**src/rtl/sreg_pkg.sv**
```systemverilog
package sreg_pkg;

  typedef enum logic [3:0] {
    ST_IDLE,
    ST_SH_LO,
    ST_SH_HI,
    ST_TURN,
    ST_RX_LO,
    ST_RX_HI,
    ST_GAP,
    ST_SY_LO,
    ST_SY_HI,
    ST_SY_WAIT
  } sreg_state_t;

  // Clock half-period in microseconds for each speed code.
  function automatic int unsigned half_us(input logic [1:0] sel);
    case (sel)
      2'd0:    return 1;
      2'd1:    return 2;
      2'd2:    return 5;
      default: return 10;
    endcase
  endfunction

endpackage

```
**src/rtl/sreg_tick.sv**
```systemverilog
module sreg_tick #(
  parameter int CLK_PER_US = 125
) (
  input  logic clk,
  input  logic rst_n,
  input  logic restart,
  output logic tick
);
  localparam int PW = (CLK_PER_US > 1) ? $clog2(CLK_PER_US) : 1;
  localparam logic [PW-1:0] PMAX = PW'(CLK_PER_US - 1);

  logic [PW-1:0] pre;

  assign tick = (pre == PMAX) && !restart;

  always_ff @(posedge clk or negedge rst_n) begin
    if (!rst_n)                      pre <= '0;
    else if (restart || pre == PMAX) pre <= '0;
    else                             pre <= pre + 1'b1;
  end
endmodule

```
**src/rtl/sreg_timer.sv**
```systemverilog
module sreg_timer #(
  parameter int TW = 21
) (
  input  logic          clk,
  input  logic          rst_n,
  input  logic          start,
  input  logic [TW-1:0] load,
  input  logic          tick,
  output logic          zero
);
  logic [TW-1:0] cnt;

  assign zero = (cnt == '0);

  always_ff @(posedge clk or negedge rst_n) begin
    if (!rst_n)              cnt <= '0;
    else if (start)          cnt <= load;
    else if (tick && !zero)  cnt <= cnt - 1'b1;
  end

  // every delay the engine starts is at least one microsecond long
  assert_load_nonzero_R4: assert property (@(posedge clk) disable iff (!rst_n)
    start |=> !zero);
endmodule

```
**src/rtl/sreg_engine.sv**
```systemverilog
module sreg_engine
  import sreg_pkg::*;
#(
  parameter int TW            = 21,
  parameter int TURN_US       = 120,
  parameter int GAP_US        = 121,
  parameter int SYNC_PULSE_US = 100,
  parameter int SYNC_IDLE_US  = 1200000
) (
  input  logic          clk,
  input  logic          rst_n,
  input  logic          req_valid,
  output logic          req_ready,
  input  logic          req_write,
  input  logic [6:0]    req_addr,
  input  logic [7:0]    req_wdata,
  input  logic [1:0]    speed_sel,
  input  logic          sync_req,
  input  logic          tmr_zero,
  output logic          tmr_start,
  output logic [TW-1:0] tmr_load,
  output logic          sclk_o,
  output logic          sdio_o,
  output logic          sdio_oe,
  input  logic          sdio_i,
  output logic [7:0]    rdata,
  output logic          done,
  output logic          busy
);
  localparam int CMD_BITS  = 8;
  localparam int WR_BITS   = 2 * CMD_BITS;
  localparam int BCW       = $clog2(WR_BITS + 1);
  localparam logic [TW-1:0] TURN_LD  = TW'(TURN_US);
  localparam logic [TW-1:0] GAP_LD   = TW'(GAP_US);
  localparam logic [TW-1:0] PULSE_LD = TW'(SYNC_PULSE_US);
  localparam logic [TW-1:0] IDLE_LD  = TW'(SYNC_IDLE_US);

  sreg_state_t state, nstate;
  logic [TW-1:0]         half_q;
  logic                  wr_q;
  logic [WR_BITS-2:0]    rest;
  logic [BCW-1:0]        bits;
  logic [CMD_BITS-2:0]   rsh;
  logic                  take, smp, fin, last, sync_go;

  assign last      = (bits == BCW'(1));
  assign busy      = (state != ST_IDLE);
  assign req_ready = (state == ST_IDLE) && !sync_req;
  assign sync_go   = (state == ST_IDLE) && sync_req;

  always_comb begin
    nstate    = state;
    tmr_start = 1'b0;
    tmr_load  = '0;
    take      = 1'b0;
    smp       = 1'b0;
    fin       = 1'b0;
    unique case (state)
      ST_IDLE: begin
        if (sync_req) begin
          nstate = ST_SY_LO; tmr_start = 1'b1; tmr_load = PULSE_LD;
        end else if (req_valid) begin
          take = 1'b1; nstate = ST_SH_LO; tmr_start = 1'b1;
          tmr_load = TW'(half_us(speed_sel));
        end
      end
      ST_SH_LO: if (tmr_zero) begin
        nstate = ST_SH_HI; tmr_start = 1'b1; tmr_load = half_q;
      end
      ST_SH_HI: if (tmr_zero) begin
        tmr_start = 1'b1;
        if (!last) begin
          nstate = ST_SH_LO; tmr_load = half_q;
        end else if (wr_q) begin
          nstate = ST_GAP; tmr_load = GAP_LD; fin = 1'b1;
        end else begin
          nstate = ST_TURN; tmr_load = TURN_LD;
        end
      end
      ST_TURN: if (tmr_zero) begin
        nstate = ST_RX_LO; tmr_start = 1'b1; tmr_load = half_q;
      end
      ST_RX_LO: if (tmr_zero) begin
        nstate = ST_RX_HI; tmr_start = 1'b1; tmr_load = half_q;
      end
      ST_RX_HI: if (tmr_zero) begin
        smp = 1'b1; tmr_start = 1'b1;
        if (last) begin
          nstate = ST_GAP; tmr_load = GAP_LD; fin = 1'b1;
        end else begin
          nstate = ST_RX_LO; tmr_load = half_q;
        end
      end
      ST_GAP: if (tmr_zero) nstate = ST_IDLE;
      ST_SY_LO: if (tmr_zero) begin
        nstate = ST_SY_HI; tmr_start = 1'b1; tmr_load = PULSE_LD;
      end
      ST_SY_HI: if (tmr_zero) begin
        nstate = ST_SY_WAIT; tmr_start = 1'b1; tmr_load = IDLE_LD;
      end
      ST_SY_WAIT: if (tmr_zero) nstate = ST_IDLE;
      default: nstate = ST_IDLE;
    endcase
  end

  always_ff @(posedge clk or negedge rst_n) begin
    if (!rst_n) begin
      state   <= ST_IDLE;
      sclk_o  <= 1'b1;
      sdio_o  <= 1'b1;
      sdio_oe <= 1'b1;
      done    <= 1'b0;
      rdata   <= '0;
      rest    <= '0;
      bits    <= '0;
      wr_q    <= 1'b0;
      half_q  <= TW'(1);
      rsh     <= '0;
    end else begin
      state   <= nstate;
      done    <= fin;
      sclk_o  <= !(nstate == ST_SH_LO || nstate == ST_RX_LO || nstate == ST_SY_LO);
      sdio_oe <= !(nstate == ST_TURN || nstate == ST_RX_LO || nstate == ST_RX_HI);
      if (sync_go) sdio_o <= 1'b1;
      if (take) begin
        rest   <= {req_addr, req_wdata};
        wr_q   <= req_write;
        half_q <= TW'(half_us(speed_sel));
        bits   <= req_write ? BCW'(WR_BITS) : BCW'(CMD_BITS);
        sdio_o <= req_write;
      end
      if (state == ST_SH_HI && tmr_zero) begin
        rest <= {rest[WR_BITS-3:0], 1'b0};
        if (last) begin
          bits <= BCW'(CMD_BITS);
        end else begin
          bits   <= bits - 1'b1;
          sdio_o <= rest[WR_BITS-2];
        end
      end
      if (smp) begin
        rsh  <= {rsh[CMD_BITS-3:0], sdio_i};
        bits <= bits - 1'b1;
        if (last) rdata <= {rsh, sdio_i};
      end
    end
  end

  // idle lines are clock high and data driven
  assert_idle_lines_R12: assert property (@(posedge clk) disable iff (!rst_n)
    !busy |-> (sclk_o && sdio_oe));

  // data output does not move while the clock stays high inside a transfer
  assert_data_hold_R2: assert property (@(posedge clk) disable iff (!rst_n)
    (busy && $past(busy) && sclk_o && $past(sclk_o)) |-> $stable(sdio_o));

  // the line is released only while the clock is high
  assert_release_high_R5: assert property (@(posedge clk) disable iff (!rst_n)
    $fell(sdio_oe) |-> sclk_o);

  // output enable returns together with completion
  assert_reassert_done_R7: assert property (@(posedge clk) disable iff (!rst_n)
    $rose(sdio_oe) |-> done);

  // completion is a single-cycle pulse
  assert_done_pulse_R8: assert property (@(posedge clk) disable iff (!rst_n)
    done |=> !done);

  // no acceptance while busy
  assert_no_accept_busy_R10: assert property (@(posedge clk) disable iff (!rst_n)
    busy |-> !req_ready);

  // resync holds the data line driven high
  assert_sync_lines_R11: assert property (@(posedge clk) disable iff (!rst_n)
    (state == ST_SY_LO || state == ST_SY_HI || state == ST_SY_WAIT) |-> (sdio_o && sdio_oe));
endmodule

```
**src/rtl/sreg_master.sv**
```systemverilog
module sreg_master #(
  parameter int CLK_PER_US    = 125,
  parameter int TURN_US       = 120,
  parameter int GAP_US        = 121,
  parameter int SYNC_PULSE_US = 100,
  parameter int SYNC_IDLE_US  = 1200000
) (
  input  logic       clk,
  input  logic       rst_n,
  input  logic [1:0] speed_sel,
  input  logic       sync_req,
  input  logic       req_valid,
  output logic       req_ready,
  input  logic       req_write,
  input  logic [6:0] req_addr,
  input  logic [7:0] req_wdata,
  output logic [7:0] rsp_data,
  output logic       rsp_done,
  output logic       busy,
  output logic       sclk_o,
  output logic       sdio_o,
  output logic       sdio_oe,
  input  logic       sdio_i
);
  localparam int M1   = (TURN_US > GAP_US) ? TURN_US : GAP_US;
  localparam int M2   = (SYNC_PULSE_US > M1) ? SYNC_PULSE_US : M1;
  localparam int M3   = (SYNC_IDLE_US > M2) ? SYNC_IDLE_US : M2;
  localparam int MAXD = (M3 > 10) ? M3 : 10;
  localparam int TW   = $clog2(MAXD + 1);

  logic          tick, tmr_start, tmr_zero;
  logic [TW-1:0] tmr_load;

  sreg_tick #(.CLK_PER_US(CLK_PER_US)) u_tick (
    .clk(clk), .rst_n(rst_n), .restart(tmr_start), .tick(tick)
  );

  sreg_timer #(.TW(TW)) u_timer (
    .clk(clk), .rst_n(rst_n), .start(tmr_start), .load(tmr_load),
    .tick(tick), .zero(tmr_zero)
  );

  sreg_engine #(
    .TW(TW), .TURN_US(TURN_US), .GAP_US(GAP_US),
    .SYNC_PULSE_US(SYNC_PULSE_US), .SYNC_IDLE_US(SYNC_IDLE_US)
  ) u_engine (
    .clk(clk), .rst_n(rst_n),
    .req_valid(req_valid), .req_ready(req_ready), .req_write(req_write),
    .req_addr(req_addr), .req_wdata(req_wdata), .speed_sel(speed_sel),
    .sync_req(sync_req),
    .tmr_zero(tmr_zero), .tmr_start(tmr_start), .tmr_load(tmr_load),
    .sclk_o(sclk_o), .sdio_o(sdio_o), .sdio_oe(sdio_oe), .sdio_i(sdio_i),
    .rdata(rsp_data), .done(rsp_done), .busy(busy)
  );
endmodule

```
**config.mk**
```make
export PLATFORM = sky130hd
export DESIGN_NAME = sreg_master
export DESIGN_NICKNAME = d
export VERILOG_FILES = /design/src/rtl/sreg_pkg.sv /design/src/rtl/sreg_tick.sv /design/src/rtl/sreg_timer.sv /design/src/rtl/sreg_engine.sv /design/src/rtl/sreg_master.sv
export SDC_FILE = /design/constraint.sdc
export NUM_CORES = 1
export LEC_CHECK = 0
export ABC_AREA = 1
export ABC_CLOCK_PERIOD_IN_PS = 1800
export BUFFER_PORTS_ARGS = -buffer_cell sky130_fd_sc_hd__buf_2
export CELL_PAD_IN_SITES_DETAIL_PLACEMENT = 1
export CELL_PAD_IN_SITES_GLOBAL_PLACEMENT = 2
export CORE_UTILIZATION = 32
export DETAILED_ROUTE_END_ITERATION = 6
export HOLD_SLACK_MARGIN = 0.12
export PLACE_DENSITY_LB_ADDON = 0.12
export SLEW_MARGIN = 10
export SYNTH_ARGS = -nofsm -noshare
export SYNTH_HDL_FRONTEND = slang
export SYNTH_SLANG_ARGS = --single-unit
```
**constraint.sdc**
```tcl
create_clock -name clk -period 1.8 [get_ports clk]
set_input_delay 0.36 -clock clk [delete_from_list [all_inputs] [get_ports clk]]
set_output_delay 0.36 -clock clk [all_outputs]
set_load 0.01 [all_outputs]
```
==> summary.md <==
| Metric | Value |
|---|---|
| Mapped Area | `between 4000 and 5000 um2` |
| Root Buffer | `clkbuf_16` |
| Row Count | `40` |
| Post-synthesis cell count | `approximately 500` |
| Die Wd | `around 120 um` |
| IO Pins | `37` |
| Fin crit period | `between 1.5 and 2 ns` |
| Main flop type after synthesis | `dfrtp_1` |
| Worst path arrival time | `2.11 ns` |
| Pre-CTS setup slack | `-0.147 ns` |
| Vias per cell | `roughly 4.8` |
| Number of enable-type register cells in the synthesized netlist | `0` |
| Total wire length | `12500 um` |
| All-layer global routing usage | `0.203` |
| Worst-margin pin slew | `around 0.45 ns` |
| Worst Path Class, Setup | `flip-flop to flip-flop` |
| Final net count | `between 600 and 700` |
| Final Hold Viols | `0` |
| Initial Utilization | `0.334` |
| Status | `finished with violations` |
| Final setup fails | `29` |
| DRC errors left | `0` |
| Part of the power in registers | `0.473` |
| Max-slew headroom | `0.699` |
| Core ar. | `12300 um2` |
| CTS Sinks | `76` |
| # fillers | `1418` |
| Ant diodes | `0` |
| CTS tree | `built` |
| Yosys reg bits | `76` |
| DR vias | `roughly 3800` |
| Synthesized Nets | `526` |
| MaxCap Viol Count | `0` |
| RSZ-0062 raised after global routing | `true` |
| Startpoint types | `flip-flop` |
| Clock power share | `0.499` |
| Final instance area | `~6000 um2` |
| Worst Path Required | `about 2 ns` |
| Switching share of power | `0.226` |
| RePlAce Congestion | `around 0.77` |
| Worst min path class | `input pin to flip-flop` |
| CTS Buf Count | `9` |
| DP Wirelength | `8750 um` |
| Clock skew | `a little under 0.006 ns` |
| Top fanout value on the critical path | `8` |
| Sw Pwr | `about 0.83 mW` |
| Worst path cell trace | `nor2_2 > nand2_2 > nor2_4 > nand3_4 > nor2_4 > nor2_4 > buf_8 > a22o_1` |
| Max incr delay on CP | `between 0.3 and 0.4 ns` |
| Violated checks | `setup timing` |
| Area after DPL | `~5000 um2` |
| Largest delay contributor family on the critical path | `simple AND/OR/NAND/NOR gates` |
| Syn avg cell area | `8.22 um2` |
| Fmax | `approximately 0.53 GHz` |
| Syn. warnings | `0` |
| Final setup margin | `-0.0767 ns` |
| Die Y | `approximately 120 um` |
| P_int | `approximately 2.8 mW` |
| Worst skew pair latency | `roughly 0.35 ns` |
| Final ANT Viol Nets | `0` |
| Area growth from synthesis to layout | `47.6%` |
| Hold slack final | `~0.22 ns` |
| Congestion Overflow GR | `0` |
| Slew Viols, Final | `0` |
| Largest net degree at the start of global routing | `30` |
| Pwr dens | `609 nW/um2` |
| CP endpoint kind | `flip-flop` |
| Synth unique cells | `45` |
| R2R setup slack | `-0.08 ns` |
| Share of cells above drive strength 1 | `0.457` |
| DIE AREA | `approximately 13000 um2` |
| Leak | `around 2.8 nW` |
| Final core utilization | `0.493` |
| Total power draw | `approximately 3.7 mW` |
| Crit-path slowest cell | `dfrtp_1` |
| Worst-path clk slew | `0.06 ns` |
| Worst path bufs/invs | `1` |
| Peak supply drop | `0.425 mV` |
| Pre-Repair DR Iteration Count | `4` |
| CTS Buffer Depth | `2` |
| Comb power frac | `0.028` |
| Post-synthesis sequential area ratio | `0.466` |
| Mean routed wirelength per cell | `about 16 um` |
| H-tree levels | `3` |
| Vias in the first global route | `4085` |
| Number of port buffers | `36` |
| First DRT Iteration DRCs | `169` |
| Ys async rst share | `1.00` |
| Crit share post-route | `1.04` |
| Global-route wire length before repair | `between 20000 and 25000 um` |
| Crit path top cell by count | `nor2_4` |
| Initial antenna violation count | `0` |
[flip-flops by register name (all words and copies together) (netlist names)]
register          cells
u_engine.rest        15
u_timer.cnt          21
u_engine.wr_q         1
u_engine.done         1
u_engine.sdio_oe      1
u_engine.half_q       4
u_engine.rsh          7
u_engine.sclk_o       1
u_engine.state        4
u_engine.sdio_o       1
u_engine.rdata        8
u_tick.pre            7
u_engine.bits         5
[cell type report]
class	count	area, um2	area share
Multi-Input combinational cell	361	2370	0.393
Sequential cell	76	1910	0.316
Timing Repair Buffer	128	1040	0.172
Clock buffer	11	233	0.0385
Inverter	52	210	0.0348
Tap cell	168	210	0.0348
Clock inverter	5	61.3	0.0101
[final timing paths]
check	startpoint	to	cells after the start
worst max-delay path	u_timer.cnt[14]	u_engine.rest[0]	8
worst min-delay path	sdio_i	u_engine.rdata[0]	3
worst max register to register	u_timer.cnt[14]	u_engine.rest[0]	8
worst min register to register	u_engine.rsh[3]	u_engine.rsh[4]	2
max in group asynchronous	rst_n	u_engine.sdio_o	3
min in group asynchronous	rst_n	u_timer.cnt[10]	2
[power by group through the flow]
| stage | logic, mW | registers (mW) | clock network, mW |
|---|---|---|---|
| 2_1_floorplan | 0.0182 | 1.77 | 0 |
| 3_3_place_gp | 0.0973 | 1.77 | 0 |
| 5_1_grt | 0.118 | 1.74 | 1.96 |
| 3_5_place_dp | 0.100 | 1.77 | 0 |
| 6_report | 0.104 | 1.74 | 1.83 |
| 4_1_cts | 0.103 | 1.74 | 1.90 |
[through the flow]
stage               setup TNS [ns]  std cells
floorplan                        0        498
global placement            -0.550        763
detailed placement           -3.74        763
CTS                         -0.201        792
global route                 -4.95        801
finish                      -0.832        801
[cell usage in the layout, fill, tap and decap left out, drive strengths merged, types with 5 or more instances in the layout]
cell type	Yosys	layout
nand2	130	130
buf	6	126
nor2	78	78
dfrtp	72	72
inv	51	53
o21ai	33	33
a21oi	29	29
nand3	23	23
a22oi	15	15
clkbuf	3	12
xnor2	10	10
nor3	10	10
xor2	5	5
ha	5	5
[synth_stat cells (7+ instances only)]
cell / instances / area [um2]
o21ai_0: 19 / 95.1
nand3_1: 20 / 100
nor2_1: 67 / 251
dfrtp_1: 72 / 1800
a22oi_1: 15 / 113
nor3_1: 9 / 45.0
inv_1: 39 / 146
inv_2: 12 / 45.0
xnor2_1: 10 / 87.6
nand2_2: 7 / 43.8
a21oi_1: 28 / 140
o21ai_1: 7 / 35.0
o21ai_2: 7 / 61.3
nand2_1: 120 / 450
[routing by layer]
layer	up-vias	share of wire	wire, um	track usage
met5	-	0	0	0
met4	0	0.013	161	0.0658
met3	11	0.021	258	0.0443
met2	30	0.50	6210	0.329
met1	1906	0.47	5850	0.269
li1	1885	-	-	-
[worst min-delay path, cell delays in order]
cell and delay, ns:
buf_2 0.09, nand2_1 0.04, nand2_1 0.05
[logic make-up (layout without fill, tap and decap cells)]
family / Yosys count / after routing / share of synthesized area
simple gates: 248 / 248 / 0.277
compound gates: 93 / 93 / 0.148
flops: 76 / 76 / 0.466
buf+inv: 61 / 196 / 0.0623
xor+xnor: 15 / 15 / 0.0321
fa+ha+maj: 5 / 5 / 0.0153
[repair_timing]
| action | in CTS | in global routing |
|---|---|---|
| buffers inserted | 12 | 8 |
| cloned | 0 | 2 |
| endpoints found under the setup margin | 59 | 61 |
| pin swaps | 13 | 21 |
| hold buffers | 1 | 0 |
| resized for setup | 55 | 102 |
| endpoints found under the hold margin | 21 | 0 |
(Power assumes the default switching activity.)
